**src/rtl/fcg_pkg.sv**
```systemverilog
package fcg_pkg;

    typedef enum logic [1:0] {
        ST_IDLE = 2'd0,
        ST_WAIT = 2'd1,
        ST_DONE = 2'd2
    } upd_state_t;

endpackage

```
**src/rtl/fcg_regs.sv**
```systemverilog
module fcg_regs #(
    parameter int DATA_W    = 32,
    parameter int ADDR_W    = 4,
    parameter int FIELD_W   = 5,
    parameter int FIELD_LSB = 8,
    parameter int KICK_BIT  = 31,
    parameter int RATE_ADDR = 0,
    parameter int UPD_ADDR  = 1
) (
    input  logic               clk,
    input  logic               rst,
    input  logic               wr_en,
    input  logic [ADDR_W-1:0]  addr,
    input  logic [DATA_W-1:0]  wdata,
    input  logic               kick_clear,
    output logic [DATA_W-1:0]  rdata,
    output logic [FIELD_W-1:0] field,
    output logic               kick
);

    localparam logic [ADDR_W-1:0] RATE_A = ADDR_W'(RATE_ADDR);
    localparam logic [ADDR_W-1:0] UPD_A  = ADDR_W'(UPD_ADDR);

    logic [DATA_W-1:0] rate_q;
    logic [DATA_W-1:0] upd_q;
    logic [DATA_W-1:0] upd_d;
    logic              wr_rate;
    logic              wr_upd;

    assign wr_rate = wr_en && (addr == RATE_A);
    assign wr_upd  = wr_en && (addr == UPD_A);

    // flag: hardware clear, software set; a set in the clearing cycle wins
    always_comb begin
        upd_d = upd_q;
        if (wr_upd) begin
            upd_d = wdata;
        end
        upd_d[KICK_BIT] = (upd_q[KICK_BIT] & ~kick_clear) | (wr_upd & wdata[KICK_BIT]);
    end

    always_ff @(posedge clk) begin
        if (rst) begin
            rate_q <= '0;
            upd_q  <= '0;
        end else begin
            // rate word frozen while an update is pending
            if (wr_rate && !upd_q[KICK_BIT]) begin
                rate_q <= wdata;
            end
            upd_q <= upd_d;
        end
    end

    always_comb begin
        if (addr == RATE_A) begin
            rdata = rate_q;
        end else if (addr == UPD_A) begin
            rdata = upd_q;
        end else begin
            rdata = '0;
        end
    end

    assign field = rate_q[FIELD_LSB +: FIELD_W];
    assign kick  = upd_q[KICK_BIT];

endmodule

```
**src/rtl/fcg_update_fsm.sv**
```systemverilog
module fcg_update_fsm (
    input  logic clk,
    input  logic rst,
    input  logic kick,
    input  logic frame_last,
    output logic commit,
    output logic kick_clear
);

    import fcg_pkg::*;

    upd_state_t state_q;
    upd_state_t state_d;

    always_ff @(posedge clk) begin
        if (rst) begin
            state_q <= ST_IDLE;
        end else begin
            state_q <= state_d;
        end
    end

    always_comb begin
        state_d = state_q;
        unique case (state_q)
            ST_IDLE: begin
                if (kick) begin
                    state_d = frame_last ? ST_DONE : ST_WAIT;
                end
            end
            ST_WAIT: begin
                if (frame_last) begin
                    state_d = ST_DONE;
                end
            end
            ST_DONE: state_d = ST_IDLE;
            default: state_d = ST_IDLE;
        endcase
    end

    // outputs: load at the frame boundary, drop the flag one cycle later
    always_comb begin
        commit     = 1'b0;
        kick_clear = 1'b0;
        unique case (state_q)
            ST_IDLE: commit     = kick & frame_last;
            ST_WAIT: commit     = frame_last;
            ST_DONE: kick_clear = 1'b1;
            default: begin
                commit     = 1'b0;
                kick_clear = 1'b0;
            end
        endcase
    end

endmodule

```
**src/rtl/fcg_swallow.sv**
```systemverilog
module fcg_swallow #(
    parameter int FIELD_W = 5,
    localparam int MULT_W = FIELD_W + 1
) (
    input  logic               clk,
    input  logic               rst,
    input  logic               commit,
    input  logic [FIELD_W-1:0] field,
    output logic               frame_last,
    output logic               clk_en,
    output logic [MULT_W-1:0]  mult
);

    localparam int FRAME = 1 << FIELD_W;
    localparam logic [MULT_W-1:0] FULL = MULT_W'(FRAME);

    logic [FIELD_W-1:0] cnt_q;
    logic [FIELD_W-1:0] acc_q;
    logic [MULT_W-1:0]  mult_q;
    logic [MULT_W-1:0]  sum;
    logic               en_q;

    // carry out of the modulo-FRAME accumulator marks a kept pulse
    assign sum        = MULT_W'(acc_q) + mult_q;
    assign frame_last = (cnt_q == '1);

    always_ff @(posedge clk) begin
        if (rst) begin
            cnt_q  <= '0;
            acc_q  <= '0;
            mult_q <= FULL;
            en_q   <= 1'b0;
        end else begin
            cnt_q <= cnt_q + 1'b1;
            en_q  <= sum[FIELD_W];
            if (commit) begin
                mult_q <= FULL - MULT_W'(field);
                acc_q  <= '0;
            end else begin
                acc_q  <= sum[FIELD_W-1:0];
            end
        end
    end

    assign clk_en = en_q;
    assign mult   = mult_q;

endmodule

```
**src/rtl/frac_clk_gen.sv**
```systemverilog
module frac_clk_gen #(
    parameter int DATA_W    = 32,
    parameter int ADDR_W    = 4,
    parameter int FIELD_W   = 5,
    parameter int FIELD_LSB = 8,
    parameter int KICK_BIT  = 31,
    parameter int RATE_ADDR = 0,
    parameter int UPD_ADDR  = 1
) (
    input  logic              clk,
    input  logic              rst,
    input  logic              reg_wr,
    input  logic [ADDR_W-1:0] reg_addr,
    input  logic [DATA_W-1:0] reg_wdata,
    output logic [DATA_W-1:0] reg_rdata,
    output logic              clk_en
);

    localparam int MULT_W = FIELD_W + 1;

    logic [FIELD_W-1:0] field_w;
    logic               kick_w;
    logic               kick_clear_w;
    logic               commit_w;
    logic               frame_last_w;
    logic [MULT_W-1:0]  mult_w;

    fcg_regs #(
        .DATA_W   (DATA_W),
        .ADDR_W   (ADDR_W),
        .FIELD_W  (FIELD_W),
        .FIELD_LSB(FIELD_LSB),
        .KICK_BIT (KICK_BIT),
        .RATE_ADDR(RATE_ADDR),
        .UPD_ADDR (UPD_ADDR)
    ) u_regs (
        .clk       (clk),
        .rst       (rst),
        .wr_en     (reg_wr),
        .addr      (reg_addr),
        .wdata     (reg_wdata),
        .kick_clear(kick_clear_w),
        .rdata     (reg_rdata),
        .field     (field_w),
        .kick      (kick_w)
    );

    fcg_update_fsm u_fsm (
        .clk       (clk),
        .rst       (rst),
        .kick      (kick_w),
        .frame_last(frame_last_w),
        .commit    (commit_w),
        .kick_clear(kick_clear_w)
    );

    fcg_swallow #(
        .FIELD_W(FIELD_W)
    ) u_swallow (
        .clk       (clk),
        .rst       (rst),
        .commit    (commit_w),
        .field     (field_w),
        .frame_last(frame_last_w),
        .clk_en    (clk_en),
        .mult      (mult_w)
    );

endmodule

```
**config.mk**
```make
export PLATFORM = sky130hd
export DESIGN_NAME = frac_clk_gen
export DESIGN_NICKNAME = d
export VERILOG_FILES = /design/src/rtl/fcg_pkg.sv /design/src/rtl/fcg_regs.sv /design/src/rtl/fcg_update_fsm.sv /design/src/rtl/fcg_swallow.sv /design/src/rtl/frac_clk_gen.sv
export SDC_FILE = /design/constraint.sdc
export NUM_CORES = 1
export LEC_CHECK = 0
export ABC_AREA = 0
export ABC_CLOCK_PERIOD_IN_PS = 1500
export CAP_MARGIN = 20
export CORE_ASPECT_RATIO = 0.8
export CORE_MARGIN = 3
export CORE_UTILIZATION = 47
export CTS_BUF_LIST = sky130_fd_sc_hd__clkbuf_8
export CTS_CLUSTER_DIAMETER = 100
export DETAILED_ROUTE_END_ITERATION = 16
export GPL_TIMING_DRIVEN = 0
export PLACE_DENSITY = 0.78
export SKIP_LAST_GASP = 1
export SLEW_MARGIN = 15
export SYNTH_ARGS = -nofsm -noshare
export SYNTH_HDL_FRONTEND = slang
export SYNTH_SLANG_ARGS = --single-unit
```
**constraint.sdc**
```tcl
create_clock -name clk -period 1.5 [get_ports clk]
set_input_delay 0.225 -clock clk [delete_from_list [all_inputs] [get_ports clk]]
set_output_delay 0.225 -clock clk [all_outputs]
set_load 0.01 [all_outputs]
```
* Yosys cells after proc, flatten, opt, wreduce, memory -nomap -nowiden *
Cells that the tools add are included.

cells by class
  add/sub/neg operators = 3
  multiply operators = 0
  div/mod/pow operators = 0
  magnitude comparators = 0
  equal/unequal tests = 6
  shift operators = 0
  multiplexer cells = 8
  bitwise operators = 5
  reduce and logical (&&, ||, !) cells = 8

operators by type and width
  kind                                                                     number
  32-bit two-way mux                                                       2
  5-bit by 6-bit adder with 6-bit output                                   1
  2-bit two-way mux                                                        3
  6-bit by 5-bit subtractor with 6-bit output, first input constant        1
  5-bit by 1-bit adder with 5-bit output, second input constant            1
  5-bit equality test, second input constant                               1
  4-bit by 1-bit equality test with 1-bit output, second input constant    1
  4-bit zero test                                                          1
  2-bit one-hot mux with 2 select lines                                    1
  1-bit bitwise AND                                                        3
  1-bit logical AND                                                        3
  2-bit by 1-bit equality test with 1-bit output, second input constant    1
  2-bit equality test, second input constant                               1
  2-bit zero test                                                          1
  2-bit by 1-bit inequality test with 1-bit output, second input constant  1
  2-bit inequality test, second input constant                             1
  1-bit one-hot mux with 2 select lines                                    1
  2-bit AND reduction                                                      1
  2-bit OR reduction                                                       1
  1-bit zero test                                                          1
  1-bit two-way mux                                                        1
  1-bit NOT                                                                1
  1-bit bitwise OR                                                         1

storage, ports and cells
  register bits = 83
  bits in latches = 0
  RAM bits = 0
  ROM bits = 0
  bits of input ports = 39
  output and inout bits = 33
  logic and storage cells = 38
  memories kept = 0

* Logic depth before layout (Yosys ltp) *
Gate-level depths: netlist of run 1.

  word-level depth = 5
  depth in mapped cells = 7
  depth with buffers taken out = 7

* Hierarchy *
Synthesis of run 1 repeated with hierarchy kept, for this count alone.

second synthesis, totals
  cells, all modules = 380
  area, all modules = 3933.8 um^2

modules (own cells, without submodules)
  module          instances  cells each  area an instance (um^2)  sequential area each (um^2)
  fcg_regs        1          290         3012.9                   1281.2
  fcg_swallow     1          83          833.3                    340.3
  fcg_update_fsm  1          7           87.6                     40.0

* Worst setup path after synthesis of run 1 *
OpenSTA, ideal clock, no wires.

  path kind = register to register
  from = register u_swallow.cnt_q[0]
  to = register u_swallow.mult_q[4], in the netlist u_swallow.mult[4]
  library setup time = 61 ps
  arrival = 1503 ps
  data required time = 1439 ps
  slack = -63 ps
  cell stages (with the launch flop) = 7
  buffers on the path = 0
  clock period less this slack = 1563 ps
  cell sequence = dfxtp_1 -> ha_1 -> and3_1 -> ha_1 -> inv_1 -> nor3_1 -> a22o_1

on the way
  longest elaborated chain between the ends = 3

ends and longest elaborated chain
  item                                       line                  text
  from (decl)                                fcg_swallow.sv:17     logic [FIELD_W-1:0] cnt_q;
  from (signal assigned)                     fcg_swallow.sv:34     cnt_q <= cnt_q + 1'b1;
  5-bit equality test (*)                    fcg_swallow.sv:25     assign frame_last = (cnt_q == '1);
  1-bit bitwise AND                          fcg_update_fsm.sv:46  ST_IDLE: commit = kick & frame_last;
  1-bit one-hot mux with 2 select lines (*)  fcg_update_fsm.sv:45  unique case (state_q)
  to (signal assigned)                       fcg_swallow.sv:37     mult_q <= FULL - MULT_W'(field);
  to (decl)                                  fcg_swallow.sv:19     logic [MULT_W-1:0] mult_q;

Mark *: on every way between the ends. The rest lies on a longest branch, timed or not.
A chain may end at the register's enable or synchronous reset.

* Worst setup path in the final report of run 1 *
  from = input port reg_addr[1]
  to = output port reg_rdata[15]

on the way
  longest elaborated chain between the ends = 3
  elaborated cells between the ends (all ways) = 4
  those cells by class = 1 x eq/ne; 2 x mux; 1 x reduce/logical

ends and longest elaborated chain
  item                                            line                text
  from (decl)                                     frac_clk_gen.sv:13  input logic [ADDR_W-1:0] reg_addr,
  4-bit by 1-bit equality test with 1-bit output  fcg_regs.sv:58      end else if (addr == UPD_A) begin
  32-bit two-way mux                              fcg_regs.sv:58
  32-bit two-way mux (*)                          fcg_regs.sv:56      if (addr == RATE_A) begin
  to (decl)                                       frac_clk_gen.sv:15  output logic [DATA_W-1:0] reg_rdata,

Marks and branches as above.

==> impl_metrics.yaml, run 1 <==
timing:
  slew_headroom: 0.635
  drv_slew: 0
  setup_viol: 9
  post-route-period-util: 1.03
  finalCriticalPeriod_ns: 1.55
  layout_setup_ws_ns: -0.0466
  rsz0062_at_grt: "yes"
  hold_slack_ns: 0.441
  tightest_slew_ns: 0.548
  hold_viol: 0
  fmaxAchievable_mhz: 647
  worst_clock_skew_ns: 0.0103
critical_path:
  path_cells: "buf_8 > nor4b_4 > buf_4 > buf_6 > clkbuf_16 > a22o_1 > buf_2"
  setup.worst_path.end_class: "output port"
  worst-path-max-fanout: 5
  cp_data_arrival_time_ns: 1.32
  cp-start-kind: "input pin"
  cp_slowest_cell: "nor4b_4"
  critPathKind: "input pin to output port"
  cp.required_ns: 1.27
  critPathMaxStageDelay_ns: 0.26
global_route:
  grt_max_degree: 16
  antenna_found_initial: 0
  track_usage: 0.224
  gr-total-overflow: 0
  grt_pass1_vias: 2996
  grt_pass1_wl_mm: 14.5
placement:
  place.gp.congestion: 0.817
  port_buffers: 71
  dp_slack_ns: -1.29
  hpwlAfterDp_mm: 6.05
  placed_cells: 558
cells_and_area:
  final_cell_count_no_fill: 591
  fillers: 543
  syn_to_final_growth_pct: 35.5
  nets: 550
  multi_input_area_mm2: 0.00166
  drive_gt1_frac: 0.219
  seq_area_mm2: 0.00167
  final_core_util: 0.685
  diodes: 0
synthesis:
  synth-edff-count: 0
  synthFlopType: "dfxtp_1"
  synth_nets: 451
  async_flop_share: 0
  synth_area_mm2: 0.00336
  ys_ff_latch: 83
  avgSynthCellArea_um2: 8.33
  yosysWarningCount: 0
  synthCells: 403
  synth_seq_area_share: 0.495
  synthDistinctLibCells: 29
status:
  status: "complete, but fails checks"
  violations: "negative setup slack"
clock_tree:
  hold_buffers: 0
  root_buffer: "clkbuf_8"
  insertion_delay_ns: 0.35
  cts.clk_slew.worst_paths_ns: 0.08
  cts_max_level: 3
  cts_tree: "built"
  cts_buffer_depth: 2
  cts-buffers-inserted: 9
  clock-sinks: 83
detailed_routing:
  drtIter0Drc: 199
  drc: 0
  wire_per_inst_um: 15.9
  wl_mm: 9.41
  antenna_left: 0
  first_pass_iters: 5
  vias_per_cell: 5.46
  dr_total_vias: 3224
hold_path:
  hold_class: "input pin to register"
floorplan:
  start_util: 0.506
  rows: 26
  die_w_um: 100
  die_h_um: 81.6
  coreArea_mm2: 0.00664
  die-area_mm2: 0.00820
  ios: 72
power:
  cellLeakagePower_nw: 1.81
  power_density_mw_per_mm2: 899
  power_mw: 4.09
  vdd_drop_max_mv: 0.666
flow_run:
  drv_cap: 0
==> logic make-up after synthesis <==
| kind of cell | synth area share |
|---|---|
| AND/OR/NAND/NOR | 0.198 |
| AO/OA/AOI/OAI | 0.211 |
| flip-flops | 0.495 |
| buffers and inverters | 0.0395 |
| adder cells (fa/ha/maj) | 0.0358 |
| XOR/XNOR | 0.0209 |
==> flip-flops by register name (all words and copies together), names as in the netlist <==
register and flops:
u_regs.rate_q 32, u_regs.upd_q 32, u_swallow.mult 6, u_swallow.acc_q 5
u_swallow.cnt_q 5, u_fsm.state_q 2, u_swallow.clk_en 1
==> timing repair <==
item,CTS,global route
endpoints found under the hold margin,0,0
gates resized for setup,177,35
pin swaps,11,16
setup buffers,10,5
cloned,2,1
setup endpoints to repair,82,87
==> stage by stage <==
step                 TNS, ns  area, µm²
floorplan                  0       3370
global placement      -67.72       4180
detailed placement    -69.50       4180
CTS                 -0.00820       4510
global route           -1.43       4550
finish                -0.193       4550
==> worst paths after layout <==
kind	end	slack, ns	startpoint	depth (start not counted)
worst max-delay path	reg_rdata[15]	-0.05	reg_addr[1]	7
worst max register to register	u_swallow.acc_q[4]	0	u_swallow.mult[0]	6
worst min-delay path	u_regs.upd_q[19]	0.44	reg_wdata[19]	3
worst min register to register	u_regs.upd_q[8]	0.45	u_regs.upd_q[8]	2
==> report_power, final <==
group | internal, mW | total [mW] | switching, mW
Sequential | 2.23 | 2.25 | 0.0200
Combinational | 0.172 | 0.335 | 0.163
Clock | 0.664 | 1.50 | 0.840
==> layout make-up <==
class	instances	share of cell area
sequential	83	0.366
buffer	27	0.0446
inverter	4	0.00385
clock buffer	10	0.0303
timing repair buffer	89	0.157
multi-input combinational	288	0.365
clock inverter	6	0.0105
tap	84	0.0231
==> placed cells by master, fill, tap and decap left out, drive strengths merged <==
cell / count
nand2: 130
nor2b: 2
a21oi: 68
a21o: 2
nor4b: 1
and4b: 1
buf: 62
nand4: 2
clkbuf: 29
o21ai: 1
nor2: 12
o21bai: 1
clkdlybuf4s50: 35
nor4: 1
a22o: 37
nand3: 2
clkinv: 2
ha: 8
and3: 1
dfxtp: 83
nand4b: 1
clkinvlp: 1
inv: 7
a31o: 1
xor2: 4
fa: 1
nor3: 3
or2: 1
and2: 3
xnor2: 4
a2bb2oi: 1
==> critical path, delay by kind of cell <==
family / cells / cell delay, ns
buffers and inverters: 5 / 0.69
AO/OA/AOI/OAI: 1 / 0.15
AND/OR/NAND/NOR: 1 / 0.26
==> synthesized netlist by cell type, drive strengths merged, types with 2 or more instances <==
master	instances	area, µm²
xnor2	4	35.0
dfxtp	83	1660
nand2	130	488
nor3	3	15.0
a21o	2	15.0
a22o	37	324
ha	8	100
inv	4	15.0
clkbuf	16	60.1
xor2	4	35.0
nand4	2	12.5
a21oi	68	340
nor2	12	45.0
nand3	2	10.0
buf	12	57.6
nor2b	2	12.5
and2	3	18.8
==> metal layers <==
layer	wire [µm]	GRT usage
met4	171	0.0646
met3	800	0.0586
met5	0	0
met1	4230	0.294
met2	4210	0.368
Note: power is estimated with default switching activity, not from simulation.
==> run 2, diff against run 1 <==
--- a/config.mk
+++ b/config.mk
@@ -16,6 +16,7 @@
 export DETAILED_ROUTE_END_ITERATION = 16
 export GPL_TIMING_DRIVEN = 0
 export PLACE_DENSITY = 0.78
+export SETUP_SLACK_MARGIN = 0.1
 export SKIP_LAST_GASP = 1
 export SLEW_MARGIN = 15
 export SYNTH_ARGS = -nofsm -noshare
==> impl_metrics.yaml, run 2 (synthesis results as in run 1) <==
clock_tree:
  insertion_delay_ns: 0.36
  cts_buffer_depth: 2
  root_buffer: "clkbuf_8"
  cts-buffers-inserted: 9
  clock-sinks: 83
  cts_max_level: 3
  cts_tree: "built"
  cts.clk_slew.worst_paths_ns: 0.08
timing:
  hold_slack_ns: 0.440
  rsz0062_at_grt: "yes"
  tightest_slew_ns: 0.480
  layout_setup_ws_ns: -0.0572
  finalCriticalPeriod_ns: 1.56
  worst_clock_skew_ns: 0.00563
  fmaxAchievable_mhz: 642
  setup_viol: 25
  drv_slew: 0
  post-route-period-util: 1.04
  slew_headroom: 0.679
  hold_viol: 0
critical_path:
  cp.required_ns: 1.27
  critPathBufInv: 5
  cp_top_family: "buffers and inverters"
  path_cells: "buf_8 > nor4_4 > buf_6 > buf_8 > buf_6 > a22o_1 > buf_2"
  critPathKind: "input pin to output port"
  cp-start-kind: "input pin"
  regToRegSetupSlack_ns: 0.03
  critPathMaxStageDelay_ns: 0.30
  cp_slowest_cell: "nor4_4"
  setup.worst_path.end_class: "output port"
  worst-path-max-fanout: 6
  cp_data_arrival_time_ns: 1.33
power:
  power_density_mw_per_mm2: 922
  internal-power_mw: 3.39
  p_sw_mw: 0.970
  cellLeakagePower_nw: 1.89
  vdd_drop_max_mv: 0.459
  power_mw: 4.36
  seqPwrFrac: 0.517
  p_sw_frac: 0.222
  combPwrFrac: 0.081
  clkPwrFrac: 0.402
placement:
  port_buffers: 71
  hpwlAfterDp_mm: 6.37
  dp_slack_ns: -1.25
  place.gp.congestion: 0.809
  placed_cells: 558
  dpl_cell_area_mm2: 0.00421
flow_run:
  drv_cap: 0
cells_and_area:
  layout_commonest_cell: "nand2_1"
  syn_to_final_growth_pct: 40.8
  fillers: 515
  drive_gt1_frac: 0.234
  final_area_mm2: 0.00473
  final_cell_count_no_fill: 593
  nets: 553
  mostFrequentLayoutCells: "130 x nand2_1, 79 x dfxtp_1, 67 x a21oi_1"
  diodes: 0
detailed_routing:
  vias_per_cell: 5.53
  antenna_left: 0
  drtIter0Drc: 152
  dr_total_vias: 3282
  wl_mm: 9.72
  drc: 0
  wire_per_inst_um: 16.4
  first_pass_iters: 4
hold_path:
  hold_class: "input pin to register"
floorplan:
  rows: 26
  die-area_mm2: 0.00820
  die_w_um: 100
  coreArea_mm2: 0.00664
  ios: 72
  start_util: 0.506
  die_h_um: 81.6
global_route:
  grt_pass1_vias: 3210
  grt_max_degree: 14
  grt_pass1_wl_mm: 15.3
  gr-total-overflow: 0
  antenna_found_initial: 0
  track_usage: 0.241
status:
  status: "complete, but fails checks"
  violations: "negative setup slack"
run 2: cell count changes in the layout (fill, tap and decap cells not counted), sizes merged:
cell and change:
buf +8, bufinv +2, clkbuf -5, clkdlybuf4s50 -1
clkinv -2, clkinvlp +1, dlygate4sd2 +1, inv -2
run 2: stage by stage:
stage	setup TNS (ns)	utilization
after floorplan	0	-
after global placement	-66.13	0.635
after detailed placement	-69.50	0.635
after CTS	-0.0232	0.696
after global routing	-2.90	0.712
final	-0.758	0.712
run 2: path summary, 6_finish.rpt:
path                     startpoint                  to  cells after the start
hold reg to reg     u_regs.upd_q[4]     u_regs.upd_q[4]                      2
hold / removal        reg_wdata[14]   u_regs.rate_q[14]                      3
setup / recovery        reg_addr[2]       reg_rdata[13]                      7
setup reg to reg  u_swallow.mult[0]  u_swallow.acc_q[4]                      6
run 2: worst min-delay path, cell delays in order:
cell and delay (ns):
clkdlybuf4s50_1 0.42, nand2_1 0.06, a21oi_1 0.05
run 2: area by class of cell:
class | instances | area, µm² | share of cell area
plain buffers | 28 | 285 | 0.0603
clock buffers | 10 | 138 | 0.0291
clock inverters | 5 | 78.8 | 0.0167
inverters | 4 | 17.5 | 0.00370
multi-input cells | 288 | 1650 | 0.350
flip-flops and latches | 83 | 1670 | 0.352
well taps | 84 | 105 | 0.0222
repair buffers | 91 | 785 | 0.166
run 2: power groups by stage:
stage / sequential (mW) / combinational [mW] / clock [mW]
2_1_floorplan: 2.30 / 0.110 / 0
3_3_place_gp: 2.30 / 0.274 / 0
3_5_place_dp: 2.30 / 0.278 / 0
4_1_cts: 2.25 / 0.332 / 1.77
5_1_grt: 2.26 / 0.379 / 1.84
6_report: 2.25 / 0.353 / 1.75
run 2: routing by layer:
metal  vias to the layer above  track usage  part of all wire
met5                         -            0                 0
met2                       111        0.403              0.49
met1                      1577        0.295              0.43
met3                        23       0.0594             0.061
li1                       1571            -                 -
met4                         0        0.108             0.019
run 2: repair_timing:
action,in CTS,in global routing
endpoints found under the setup margin,113,106
gates resized for setup,203,45
pin swaps,29,23
buffers inserted,11,3
endpoints found under the hold margin,0,0
hold buffers,0,0
cloned,5,1
==> run 3, diff against run 2 <==
--- a/config.mk
+++ b/config.mk
@@ -9,7 +9,6 @@
 export ABC_CLOCK_PERIOD_IN_PS = 1500
 export CAP_MARGIN = 20
 export CORE_ASPECT_RATIO = 0.8
-export CORE_MARGIN = 3
 export CORE_UTILIZATION = 47
 export CTS_BUF_LIST = sky130_fd_sc_hd__clkbuf_8
 export CTS_CLUSTER_DIAMETER = 100
==> impl_metrics.yaml, run 3 (synthesis results as in run 1) <==
clock_tree:
  cts_tree: "built"
  root_buffer: "clkbuf_8"
  insertion_delay_ns: 0.36
  cts_buffer_depth: 2
  cts.clk_slew.worst_paths_ns: 0.08
  cts-buffers-inserted: 9
  cts_max_level: 3
  hold_buffers: 0
  clock-sinks: 83
cells_and_area:
  syn_to_final_growth_pct: 42.0
  multi_input_area_mm2: 0.00168
  final_area_mm2: 0.00477
  fillers: 532
  nets: 550
  drive_gt1_frac: 0.235
  seq_area_mm2: 0.00167
  mostFrequentLayoutCells: "130 x nand2_1, 77 x dfxtp_1, 65 x a21oi_1"
  final_cell_count_no_fill: 594
  diodes: 0
  final_core_util: 0.692
  layout_commonest_cell: "nand2_1"
timing:
  worst_clock_skew_ns: 0.00931
  drv_slew: 0
  fmaxAchievable_mhz: 647
  finalCriticalPeriod_ns: 1.55
  layout_setup_ws_ns: -0.0463
  setup_viol: 27
  tightest_slew_ns: 0.479
  rsz0062_at_grt: "yes"
  post-route-period-util: 1.03
  slew_headroom: 0.680
  hold_slack_ns: 0.433
  finalSetupTns_ns: -0.535
  hold_viol: 0
critical_path:
  cp-endpoint: "reg_rdata[27]"
  path_cells: "buf_8 > nor4_4 > buf_4 > buf_6 > buf_16 > a22o_1 > buf_2"
  regToRegSetupSlack_ns: 0
  rr_endpoint: "u_swallow.acc_q[4]"
  cp.required_ns: 1.27
  worst-path-max-fanout: 5
  rr_startpoint: "u_swallow.mult[0]"
  cp_slowest_cell: "nor4_4"
  crit_start: "reg_addr[1]"
  setup.worst_path.end_class: "output port"
  critPathKind: "input pin to output port"
  cp_data_arrival_time_ns: 1.32
  cp-start-kind: "input pin"
  critPathMaxStageDelay_ns: 0.26
  ff2ff_path_depth: 6
detailed_routing:
  wl_mm: 10.0
  wire_per_inst_um: 16.9
  antenna_left: 0
  drtIter0Drc: 221
  dr_total_vias: 3329
  first_pass_iters: 5
  vias_per_cell: 5.60
  drc: 0
power:
  cellLeakagePower_nw: 1.85
  vdd_drop_max_mv: 0.572
  power_density_mw_per_mm2: 927
  power_mw: 4.42
global_route:
  antenna_found_initial: 0
  gr-total-overflow: 0
  track_usage: 0.285
  grt_max_degree: 14
  grt_pass1_vias: 3310
  grt_pass1_wl_mm: 16.1
floorplan:
  die_w_um: 96.5
  coreArea_mm2: 0.00689
  start_util: 0.487
  ios: 72
  rows: 27
  die-area_mm2: 0.00749
  die_h_um: 77.6
placement:
  placed_cells: 561
  hpwlAfterDp_mm: 6.17
  place.gp.congestion: 0.795
  port_buffers: 71
  dp_slack_ns: -1.22
  dpl_cell_area_mm2: 0.00422
status:
  violations: "negative setup slack"
  status: "complete, but fails checks"
hold_path:
  min_path_cells: 3
  hold_class: "input pin to register"
flow_run:
  drv_cap: 0
[run 3: cell count changes in the layout (fill, tap and decap cells not counted), sizes merged]
cell           delta
clkinv            +1
clkdlybuf4s15     +9
buf              -15
clkinvlp          -1
clkbuf            +4
[run 3: report_power, final]
group	internal, mW	switching [mW]
Combinational	0.184	0.167
Clock	1.02	0.799
Sequential	2.23	0.0211
[run 3: how the worst min path moves through the flow]
stage	slack [ns]	start	end
final	0.43	reg_wdata[18]	u_regs.rate_q[18]
after global routing	0.45	reg_wdata[18]	u_regs.rate_q[18]
after CTS	0.43	reg_wdata[17]	u_regs.upd_q[17]
after detailed placement	0.45	u_regs.rate_q[7]	u_regs.rate_q[7]
after global placement	0.43	u_swallow.cnt_q[0]	u_swallow.cnt_q[0]
after floorplan	0.33	rst	u_fsm.state_q[1]
[run 3: routing by layer]
| layer | GRT usage | vias to the layer above | part of all wire |
|---|---|---|---|
| met4 | 0.109 | 0 | 0.026 |
| met2 | 0.463 | 122 | 0.48 |
| met1 | 0.360 | 1609 | 0.43 |
| met3 | 0.0735 | 31 | 0.059 |
| met5 | 0 | - | 0 |
| li1 | - | 1567 | - |
[run 3: what timing repair did]
action                                  CTS  global route
pin swaps                                21            16
endpoints found under the setup margin  111           104
gates cloned                              4             0
setup buffers                            12             2
resized for setup                       190            32
[run 3: critical path, delay by kind of cell]
| kind | cells | cell delay (ns) |
|---|---|---|
| AOI/OAI and AO/OA | 1 | 0.15 |
| buffers and inverters | 5 | 0.68 |
| and+or+nand+nor | 1 | 0.26 |
[run 3: cell type report]
type | count | share of cell area
timing repair buffer | 88 | 0.170
buffer | 28 | 0.0538
sequential | 83 | 0.351
clock buffer | 11 | 0.0318
clock inverter | 5 | 0.0160
multi-input combinational | 288 | 0.351
inverter | 4 | 0.00367
tap | 87 | 0.0228
